==> config.mk <==
export PLATFORM = sky130hd
export DESIGN_NAME = dormant_seq
export DESIGN_NICKNAME = d
export VERILOG_FILES = /design/src/rtl/dormant_pkg.sv /design/src/rtl/dormant_cnt.sv /design/src/rtl/dormant_idle.sv /design/src/rtl/dormant_seq.sv
export SDC_FILE = /design/constraint.sdc
export NUM_CORES = 1
export LEC_CHECK = 0
export ABC_AREA = 1
export BUFFER_PORTS_ARGS = -buffer_cell sky130_fd_sc_hd__buf_2
export CORE_MARGIN = 2
export CORE_UTILIZATION = 46
export CTS_CLUSTER_DIAMETER = 120
export DETAILED_ROUTE_END_ITERATION = 10
export PLACE_DENSITY = 0.68
export SLEW_MARGIN = 25
export SYNTH_ARGS = -nofsm -noshare
export SYNTH_HDL_FRONTEND = slang
export SYNTH_SLANG_ARGS = --single-unit
==> constraint.sdc <==
create_clock -name clk -period 1.7 [get_ports clk]
set_input_delay 0.085 -clock clk [delete_from_list [all_inputs] [get_ports clk]]
set_output_delay 0.085 -clock clk [all_outputs]
set_load 0.01 [all_outputs]
==> src/rtl/dormant_pkg.sv <==
package dormant_pkg;

    typedef enum logic [2:0] {
        ST_RUN,
        ST_WAIT_CORES,
        ST_QUIESCE,
        ST_CLAMP,
        ST_OFF,
        ST_PWRUP,
        ST_UNCLAMP,
        ST_HOLD
    } seq_state_e;

    typedef struct packed {
        logic inact;
        logic iso_n;
        logic dom_on;
        logic ram_on;
        logic rst_n;
        logic strap;
    } seq_out_t;

    typedef struct packed {
        seq_state_e state;
        logic       keep;
        logic       err;
        seq_out_t   o;
    } seq_reg_t;

    function automatic seq_out_t seq_decode(input seq_state_e s, input logic keep);
        seq_out_t r;
        r.inact  = 1'b0;
        r.iso_n  = 1'b1;
        r.dom_on = 1'b1;
        r.ram_on = 1'b1;
        r.rst_n  = 1'b1;
        r.strap  = 1'b0;
        case (s)
            ST_QUIESCE: r.inact = 1'b1;
            ST_CLAMP: begin
                r.inact = 1'b1;
                r.iso_n = 1'b0;
            end
            ST_OFF: begin
                r.inact  = 1'b1;
                r.iso_n  = 1'b0;
                r.dom_on = 1'b0;
                r.ram_on = keep;
                r.rst_n  = 1'b0;
                r.strap  = keep;
            end
            ST_PWRUP: begin
                r.inact = 1'b1;
                r.iso_n = 1'b0;
                r.rst_n = 1'b0;
                r.strap = keep;
            end
            ST_UNCLAMP: begin
                r.inact = 1'b1;
                r.rst_n = 1'b0;
                r.strap = keep;
            end
            ST_HOLD: begin
                r.inact = 1'b1;
                r.strap = keep;
            end
            default: ;
        endcase
        return r;
    endfunction

    localparam seq_out_t SEQ_OUT_RESET = '{inact: 1'b0, iso_n: 1'b1, dom_on: 1'b1,
                                           ram_on: 1'b1, rst_n: 1'b1, strap: 1'b0};

endpackage

==> src/rtl/dormant_cnt.sv <==
module dormant_cnt #(
    parameter int W = 8
) (
    input  logic         clk,
    input  logic         rst_n,
    input  logic         clr,
    output logic [W-1:0] cnt
);

    logic [W-1:0] cnt_d, cnt_q;

    always_comb begin
        cnt_d = cnt_q;
        if (clr)
            cnt_d = '0;
        else if (cnt_q != '1)
            cnt_d = cnt_q + 1'b1;
    end

    always_ff @(posedge clk or negedge rst_n) begin
        if (!rst_n)
            cnt_q <= '0;
        else
            cnt_q <= cnt_d;
    end

    assign cnt = cnt_q;

endmodule

==> src/rtl/dormant_idle.sv <==
module dormant_idle #(
    parameter int NUM_CORES = 2
) (
    input  logic [NUM_CORES-1:0] core_wfi,
    input  logic                 l2_wfi,
    output logic                 all_idle,
    output logic                 ready
);

    logic [NUM_CORES:0] chain;

    assign chain[0] = 1'b1;
    for (genvar g = 0; g < NUM_CORES; g++) begin : g_and
        assign chain[g+1] = chain[g] & core_wfi[g];
    end

    assign all_idle = chain[NUM_CORES];
    assign ready    = all_idle & l2_wfi;

endmodule

==> src/rtl/dormant_seq.sv <==
module dormant_seq
    import dormant_pkg::*;
#(
    parameter int NUM_CORES  = 2,
    parameter int PWR_SETTLE = 8,
    parameter int STRAP_HOLD = 32,
    parameter int TO_W       = 12
) (
    input  logic                 clk,
    input  logic                 rst_n,
    input  logic [NUM_CORES-1:0] core_wfi,
    input  logic                 l2_wfi,
    input  logic                 sleep_req,
    input  logic                 keep_l2,
    input  logic                 wake_req,
    input  logic [TO_W-1:0]      idle_limit,
    output logic                 mst_inact,
    output logic                 slv_inact,
    output logic                 l2_ram_iso_n,
    output logic [NUM_CORES-1:0] pwr_core_en,
    output logic                 pwr_simd_en,
    output logic                 pwr_dbg_en,
    output logic                 pwr_l2ctl_en,
    output logic                 pwr_l2ram_en,
    output logic [NUM_CORES-1:0] core_rst_n,
    output logic                 simd_rst_n,
    output logic                 dbg_rst_n,
    output logic                 l2_rst_n,
    output logic                 l2_rst_dis,
    output logic                 idle_timeout
);

    localparam int PH_MAX = (PWR_SETTLE > STRAP_HOLD) ? PWR_SETTLE : STRAP_HOLD;
    localparam int PH_W   = $clog2(PH_MAX + 1);
    localparam logic [PH_W-1:0] SETTLE_LAST = PH_W'(PWR_SETTLE - 1);
    localparam logic [PH_W-1:0] HOLD_LAST   = PH_W'(STRAP_HOLD - 1);

    seq_reg_t q, n;

    logic            all_idle, ready;
    logic [TO_W-1:0] to_cnt;
    logic [PH_W-1:0] ph_cnt;
    logic            to_clr, ph_clr;

    dormant_idle #(.NUM_CORES(NUM_CORES)) u_idle (
        .core_wfi (core_wfi),
        .l2_wfi   (l2_wfi),
        .all_idle (all_idle),
        .ready    (ready)
    );

    // Counts cycles spent waiting for the level-2 idle.
    assign to_clr = (q.state != ST_QUIESCE);
    dormant_cnt #(.W(TO_W)) u_to_cnt (
        .clk   (clk),
        .rst_n (rst_n),
        .clr   (to_clr),
        .cnt   (to_cnt)
    );

    // Shared timer for the power settle and the strap hold phases.
    assign ph_clr = !((q.state == ST_PWRUP) || (q.state == ST_HOLD));
    dormant_cnt #(.W(PH_W)) u_ph_cnt (
        .clk   (clk),
        .rst_n (rst_n),
        .clr   (ph_clr),
        .cnt   (ph_cnt)
    );

    always_comb begin
        n = q;
        case (q.state)
            ST_RUN: begin
                if (sleep_req) begin
                    n.keep  = keep_l2;
                    n.err   = 1'b0;
                    n.state = ST_WAIT_CORES;
                end
            end
            ST_WAIT_CORES: begin
                if (all_idle)
                    n.state = ST_QUIESCE;
            end
            ST_QUIESCE: begin
                if (ready)
                    n.state = ST_CLAMP;
                else if (to_cnt >= idle_limit)
                    n.err = 1'b1;
            end
            ST_CLAMP: n.state = ST_OFF;
            ST_OFF: begin
                if (wake_req)
                    n.state = ST_PWRUP;
            end
            ST_PWRUP: begin
                if (ph_cnt == SETTLE_LAST)
                    n.state = ST_UNCLAMP;
            end
            ST_UNCLAMP: n.state = ST_HOLD;
            ST_HOLD: begin
                if (ph_cnt == HOLD_LAST)
                    n.state = ST_RUN;
            end
            default: n.state = ST_RUN;
        endcase
        n.o = seq_decode(n.state, n.keep);
    end

    always_ff @(posedge clk or negedge rst_n) begin
        if (!rst_n) begin
            q.state <= ST_RUN;
            q.keep  <= 1'b1;
            q.err   <= 1'b0;
            q.o     <= SEQ_OUT_RESET;
        end else begin
            q <= n;
        end
    end

    assign mst_inact    = q.o.inact;
    assign slv_inact    = q.o.inact;
    assign l2_ram_iso_n = q.o.iso_n;
    assign pwr_core_en  = {NUM_CORES{q.o.dom_on}};
    assign pwr_simd_en  = q.o.dom_on;
    assign pwr_dbg_en   = q.o.dom_on;
    assign pwr_l2ctl_en = q.o.dom_on;
    assign pwr_l2ram_en = q.o.ram_on;
    assign core_rst_n   = {NUM_CORES{q.o.rst_n}};
    assign simd_rst_n   = q.o.rst_n;
    assign dbg_rst_n    = q.o.rst_n;
    assign l2_rst_n     = q.o.rst_n;
    assign l2_rst_dis   = q.o.strap;
    assign idle_timeout = q.err;

    // ---------------- assertions ----------------
    localparam int HC_W = $clog2(STRAP_HOLD + 1) + 1;
    logic [HC_W-1:0] rel_cnt_q;

    always_ff @(posedge clk or negedge rst_n) begin
        if (!rst_n)
            rel_cnt_q <= '0;
        else if (!l2_rst_n)
            rel_cnt_q <= '0;
        else if (rel_cnt_q != '1)
            rel_cnt_q <= rel_cnt_q + 1'b1;
    end

    p_clamp_needs_idle_r4: assert property (@(posedge clk) disable iff (!rst_n)
        $fell(l2_ram_iso_n) |-> $past(ready));

    p_off_is_clamped_r4: assert property (@(posedge clk) disable iff (!rst_n)
        !pwr_l2ctl_en |-> !l2_ram_iso_n);

    p_rst_at_powerup_r5: assert property (@(posedge clk) disable iff (!rst_n)
        $rose(pwr_simd_en) |-> (!l2_rst_n && !simd_rst_n && !dbg_rst_n));

    p_strap_min_hold_r7: assert property (@(posedge clk) disable iff (!rst_n)
        $fell(l2_rst_dis) |-> (rel_cnt_q >= HC_W'(STRAP_HOLD)));

    p_inact_after_rst_r8: assert property (@(posedge clk) disable iff (!rst_n)
        $fell(mst_inact) |-> (l2_rst_n && dbg_rst_n && simd_rst_n && (&core_rst_n)));

    p_no_strap_without_ram_r9: assert property (@(posedge clk) disable iff (!rst_n)
        !pwr_l2ram_en |-> !l2_rst_dis);

    p_timeout_while_waiting_r10: assert property (@(posedge clk) disable iff (!rst_n)
        $rose(idle_timeout) |-> $past(mst_inact && !l2_wfi));

endmodule

# After elaboration in Yosys (flattened, before gate mapping)
# Index checks and enable logic that the tools add are counted.
# word_totals
in_bits,20
output_inout_bits,16
elab_cells,67
register_bits,29
# classes
n_lt_le_gt_ge,1
n_eq_ne,22
n_reduce_logical,9
addsub,2
n_mux,20
n_bitwise,2
# op_table
cell,count
== test 3 bit (second input constant),8
two-way mux 12 bit,2
case mux 3 bit (8 select lines),1
two-way mux 3 bit,5
adder 12 x 1 -> 12 bit (second input constant),1
== test 3 x 2 -> 1 bit (second input constant),4
>= comparator 12 bit,1
two-way mux 6 bit,2
!= test 12 bit (second input constant),1
two-way mux 1 bit,7
adder 6 x 1 -> 6 bit (second input constant),1
== test 6 x 3 -> 1 bit (second input constant),1
== test 6 x 5 -> 1 bit (second input constant),1
!= test 2 bit (second input constant),3
!= test 6 bit (second input constant),1
OR reduction 3 bit,2
OR reduction 6 bit,1
two-way mux 5 bit,1
AND reduction 4 bit,1
nonzero test 2 bit,2
OR reduction 4 bit,1
== test 3 x 1 -> 1 bit (second input constant),1
zero test 3 bit,1
!= test 3 x 2 -> 1 bit (second input constant),1
5 further kinds,6

# Longest topological paths before layout
# logic_depth
ltp_word,7
ltp_mapped,12
depth_no_buf,12

# By module
# From an unflattened synthesis, not the netlist that was laid out.
# hier_totals
cells_unflattened,280
hier_area_um2,2129.5
# by_module_without_submodules
module,area_per_inst_um2,n_inst,seq_area_each_um2,cells_each
dormant_seq,1008.5,1,281.5,141
dormant_cnt at u_to_cnt,750.7,1,300.3,91
dormant_cnt at u_ph_cnt,352.8,1,150.1,44
dormant_idle,17.5,1,0.0,4

# Worst setup path before layout
# OpenSTA, ideal clock, no wires.
# synth_path
kind,register to register
startpoint,"register u_to_cnt.cnt_q[0], in the netlist u_to_cnt.cnt[0]"
endpoint,"register u_to_cnt.cnt_q[0], in the netlist u_to_cnt.cnt[0]"
path_slack_ps,330
required_time_ps,1574
stages_incl_launch_ff,7
arrival_ps,1244
synth_period_minus_slack_ps,1370
n_path_buf,0
cell_sequence,dfrtp_1 -> ha_1 -> nand3_4 -> nor3_4 -> nand2_2 -> nor3_4 -> o21ai_0
# synth_via
elab_chain_len,3
elab_cells_between_ends,5
# synth_lines
item,line_no,text
"start, declared",dormant_cnt.sv:10,"logic [W-1:0] cnt_d, cnt_q;"
"start signal, assigned",dormant_cnt.sv:24,cnt_q <= cnt_d;
adder 12 x 1 -> 12 bit,dormant_cnt.sv:17,cnt_d = cnt_q + 1'b1;
two-way mux 12 bit,dormant_cnt.sv:16,else if (cnt_q != '1)
two-way mux 12 bit,dormant_cnt.sv:14,if (clr)
# Parallel ways exist; a longest one is shown, timed or not. The select of a mux whose other input is x is not followed.
# A chain may end at the register's enable or synchronous reset.

# Final worst setup path
# layout_path
startpoint,"register u_to_cnt.cnt_q[11], in the netlist u_to_cnt.cnt[11]"
endpoint,"register q, in the netlist idle_timeout"
# layout_via
elab_chain_len,3
# layout_lines
item,line_no,text
>= comparator 12 bit,dormant_seq.sv:87,else if (to_cnt >= idle_limit)
!= test 2 bit (no line),n/a,
AND reduction 4 bit (no line),n/a,
"end signal, assigned",dormant_seq.sv:116,q <= n;
"end, declared",dormant_seq.sv:38,"seq_reg_t q, n;"
# Every way passes these cells.

==> flow_metrics.env <==
export IMPL_status="complete, no violations"
export IMPL_place_port_buffers=35
export IMPL_rows=23
export IMPL_h_tree_depth=2
export IMPL_crit_chain="ha_1 -> nand2_1 -> nor2_1 -> nand2_1 -> nor2_1 -> nand2_1 -> nand2_1 -> nand2_1 -> nand2_1 -> nand2_1"
export IMPL_dp_hpwl_um=3010
export IMPL_synth_nets=300
export IMPL_die_h_um=69.5
export IMPL_pin_count=36
export IMPL_critPathBufInv=0
export IMPL_layout_commonest_cell="nand2_1"
export IMPL_drt_iter0_markers=67
export IMPL_crit_fanout=5
export IMPL_clk_pin_slew_ps=70
export IMPL_overflow=0
export IMPL_syn_inst=266
export IMPL_via_count=1735
export IMPL_ys_seq_area_share_pct=37.0
export IMPL_use_met3_pct=3.78
export IMPL_fin_crit_sh_pct=88.7
export IMPL_grt_pass1_wl_um=6820
export IMPL_cts_buffers_inserted=5
export IMPL_antenna_cells=0
export IMPL_layout_min_cycle_time_ps=1510
export IMPL_clk_latency_ps=280
export IMPL_drive_gt1_share_pct=22.6
export IMPL_dieArea_um2=4840
export IMPL_slew_headroom_pct=57.1
export IMPL_cts_tree="done"
export IMPL_met2_usage_pct=29.1
export IMPL_drc=0
export IMPL_setup_viol=0
export IMPL_cap_violations=0
export IMPL_cts_root_buf="clkbuf_8"
export IMPL_start_util_pct=48.7
export IMPL_most_common_layout_cells="72 x nand2_1, 48 x inv_1, 35 x buf_2"
export IMPL_clock_sinks=29
export IMPL_wirelength_um=3930
export IMPL_cp_slowest_cell="dfrtp_1"
export IMPL_gp_congestion=0.786
export IMPL_routedWlPerCell_um=11.2
export IMPL_cp_data_arrival_time_ps=1690
export IMPL_multi_input_comb_area_um2=981
export IMPL_end_kind="flop"
export IMPL_irDropWorstVdd_mv=0.516
export IMPL_final_fill_count=402
export IMPL_finClkSkew_ps=6.17
export IMPL_via_per_inst=4.94
export IMPL_max_freq_ghz=0.663
export IMPL_grt_use_total_pct=17.4
export IMPL_synth_cell_types=28
export IMPL_area_growth_pct=16.0
export IMPL_grt_pass1_vias=1583
export IMPL_p_leak_uw=0.00130
export IMPL_avgSynthCellArea_um2=7.43
export IMPL_stdcell_area_um2=2290
export IMPL_hold_viol=0
export IMPL_synth_seq_cells=29
export IMPL_power_density_nw_per_um2=1020
export IMPL_clock_path_buffers=2
export IMPL_slew_viol_final=0
export IMPL_hold_path_class="in2reg"
export IMPL_antenna_found_initial=0
export IMPL_slowest_delay_ps=430
export IMPL_grt_max_degree=30
export IMPL_setup_worst_path_start_class="flop"
export IMPL_worst_slew_pin_slew_ps=643
export IMPL_grtUsageMet1_pct=22.4
export IMPL_fin_nets=334
export IMPL_layout_area_seq_um2=733
export IMPL_core_region_area_um2=4060
export IMPL_busiest_layer="met2"
export IMPL_critPathRequiredTime_ps=1880
export IMPL_critPathMostFrequentCell="nand2_1"
export IMPL_crit_type="reg2reg"
export IMPL_syn_area_um2=1980
export IMPL_fin_tns_setup_ps=0
export IMPL_die_x_um=69.5
export IMPL_ys_warnings_count=0
export IMPL_critical_path_top_delay_family="simple AND/OR/NAND/NOR gates"
export IMPL_placed_area_um2=2150
export IMPL_antenna_left=0
export IMPL_drtPass1Iterations=4
export IMPL_rsz0062_at_grt="false"
## registers in the layout, indices dropped and copies added (netlist names)
register	cells
q	4
u_to_cnt.cnt	12
dbg_rst_n	1
pwr_dbg_en	1
u_ph_cnt.cnt	6
mst_inact	1
l2_rst_dis	1
idle_timeout	1
pwr_l2ram_en	1
l2_ram_iso_n	1
## metrics by stage
| step | power (uW) | std cells | utilization (%) | worst slack (ps) | hold WS [ps] |
|---|---|---|---|---|---|
| finish | 2330 | 351 | 56.5 | 192 | 76.8 |
| global route | 2480 | 351 | 56.5 | 40.9 | 104 |
| CTS | 2360 | 351 | 56.4 | 138 | 72.6 |
| detailed placement | 1500 | 342 | 52.9 | 166 | 145 |
| global placement | 1490 | 342 | 52.9 | 221 | 148 |
| floorplan | 1380 | 266 | - | 330 | -211 |
## area by class of cell
cell class | count | area share [%]
inverter | 50 | 8.19
sequential | 29 | 32.0
timing repair buffer | 37 | 8.41
multi-input combinational | 177 | 42.8
tap | 50 | 2.73
clock buffer | 5 | 3.00
clock inverter | 3 | 2.84
## where the power goes
part,internal (uW),leakage (uW),switching (uW)
registers,809,0.000361,110
logic,227,0.000872,334
clock network,582,0.0000681,271
## synth_stat cells
cell / count / area, um2
dfrtp_1: 24 / 601
dfstp_2: 5 / 131
inv_1: 48 / 180
nor2_2: 4 / 25.0
ha_1: 14 / 175
a21oi_1: 9 / 45.0
buf_4: 10 / 75.1
nor2_1: 18 / 67.6
o211ai_1: 1 / 7.51
nand2_1: 72 / 270
o21ai_1: 2 / 10.0
a21o_1: 1 / 7.51
a31oi_1: 2 / 12.5
o21ai_2: 1 / 8.76
nor3_4: 2 / 32.5
nand2_2: 3 / 18.8
nand3_1: 22 / 110
nor3_1: 5 / 25.0
nand3_2: 2 / 20.0
nand2_4: 1 / 11.3
or2_2: 1 / 6.26
nand4_1: 5 / 31.3
nand3_4: 1 / 17.5
o21a_1: 1 / 7.51
nand3b_1: 2 / 15.0
nor4_4: 1 / 21.3
o21ai_0: 7 / 35.0
inv_2: 2 / 7.51
## worst paths after layout
check / depth (start not counted) / from / to / slack (ps)
setup reg to reg: 10 / u_to_cnt.cnt[11] / idle_timeout / 190
hold reg to reg: 2 / idle_timeout / idle_timeout / 480
max in group asynchronous: 2 / rst_n / u_to_cnt.cnt[0] / 880
min in group asynchronous: 2 / rst_n / u_ph_cnt.cnt[1] / 360
setup / recovery: 10 / u_to_cnt.cnt[11] / idle_timeout / 190
hold / removal: 3 / keep_l2 / q[7] / 80
## layer usage
metal	vias to the layer above	share of wire (%)
met5	-	0
met4	0	1.3
met3	6	3.8
met2	35	48
met1	789	47
li1	905	-
## logic make-up (layout without fill, tap and decap cells)
| logic type | after synthesis | in the layout | share of synthesized area, % |
|---|---|---|---|
| AND/OR/NAND/NOR | 139 | 139 | 34.0 |
| buffers and inverters | 60 | 95 | 13.3 |
| flip-flops | 29 | 29 | 37.0 |
| AO/OA/AOI/OAI | 24 | 24 | 6.78 |
| adder cells (fa/ha/maj) | 14 | 14 | 8.87 |
## repair_timing
action	CTS	global route
setup endpoints to repair	0	2
hold buffers	1	0
endpoints found under the hold margin	24	0
buffers inserted	0	0
resized for setup	0	1
## tightest hold or removal path: stages
cell	delay, ps
buf_2	80
o21ai_1	100
inv_1	70
Note: power is estimated with default switching activity, not from simulation.
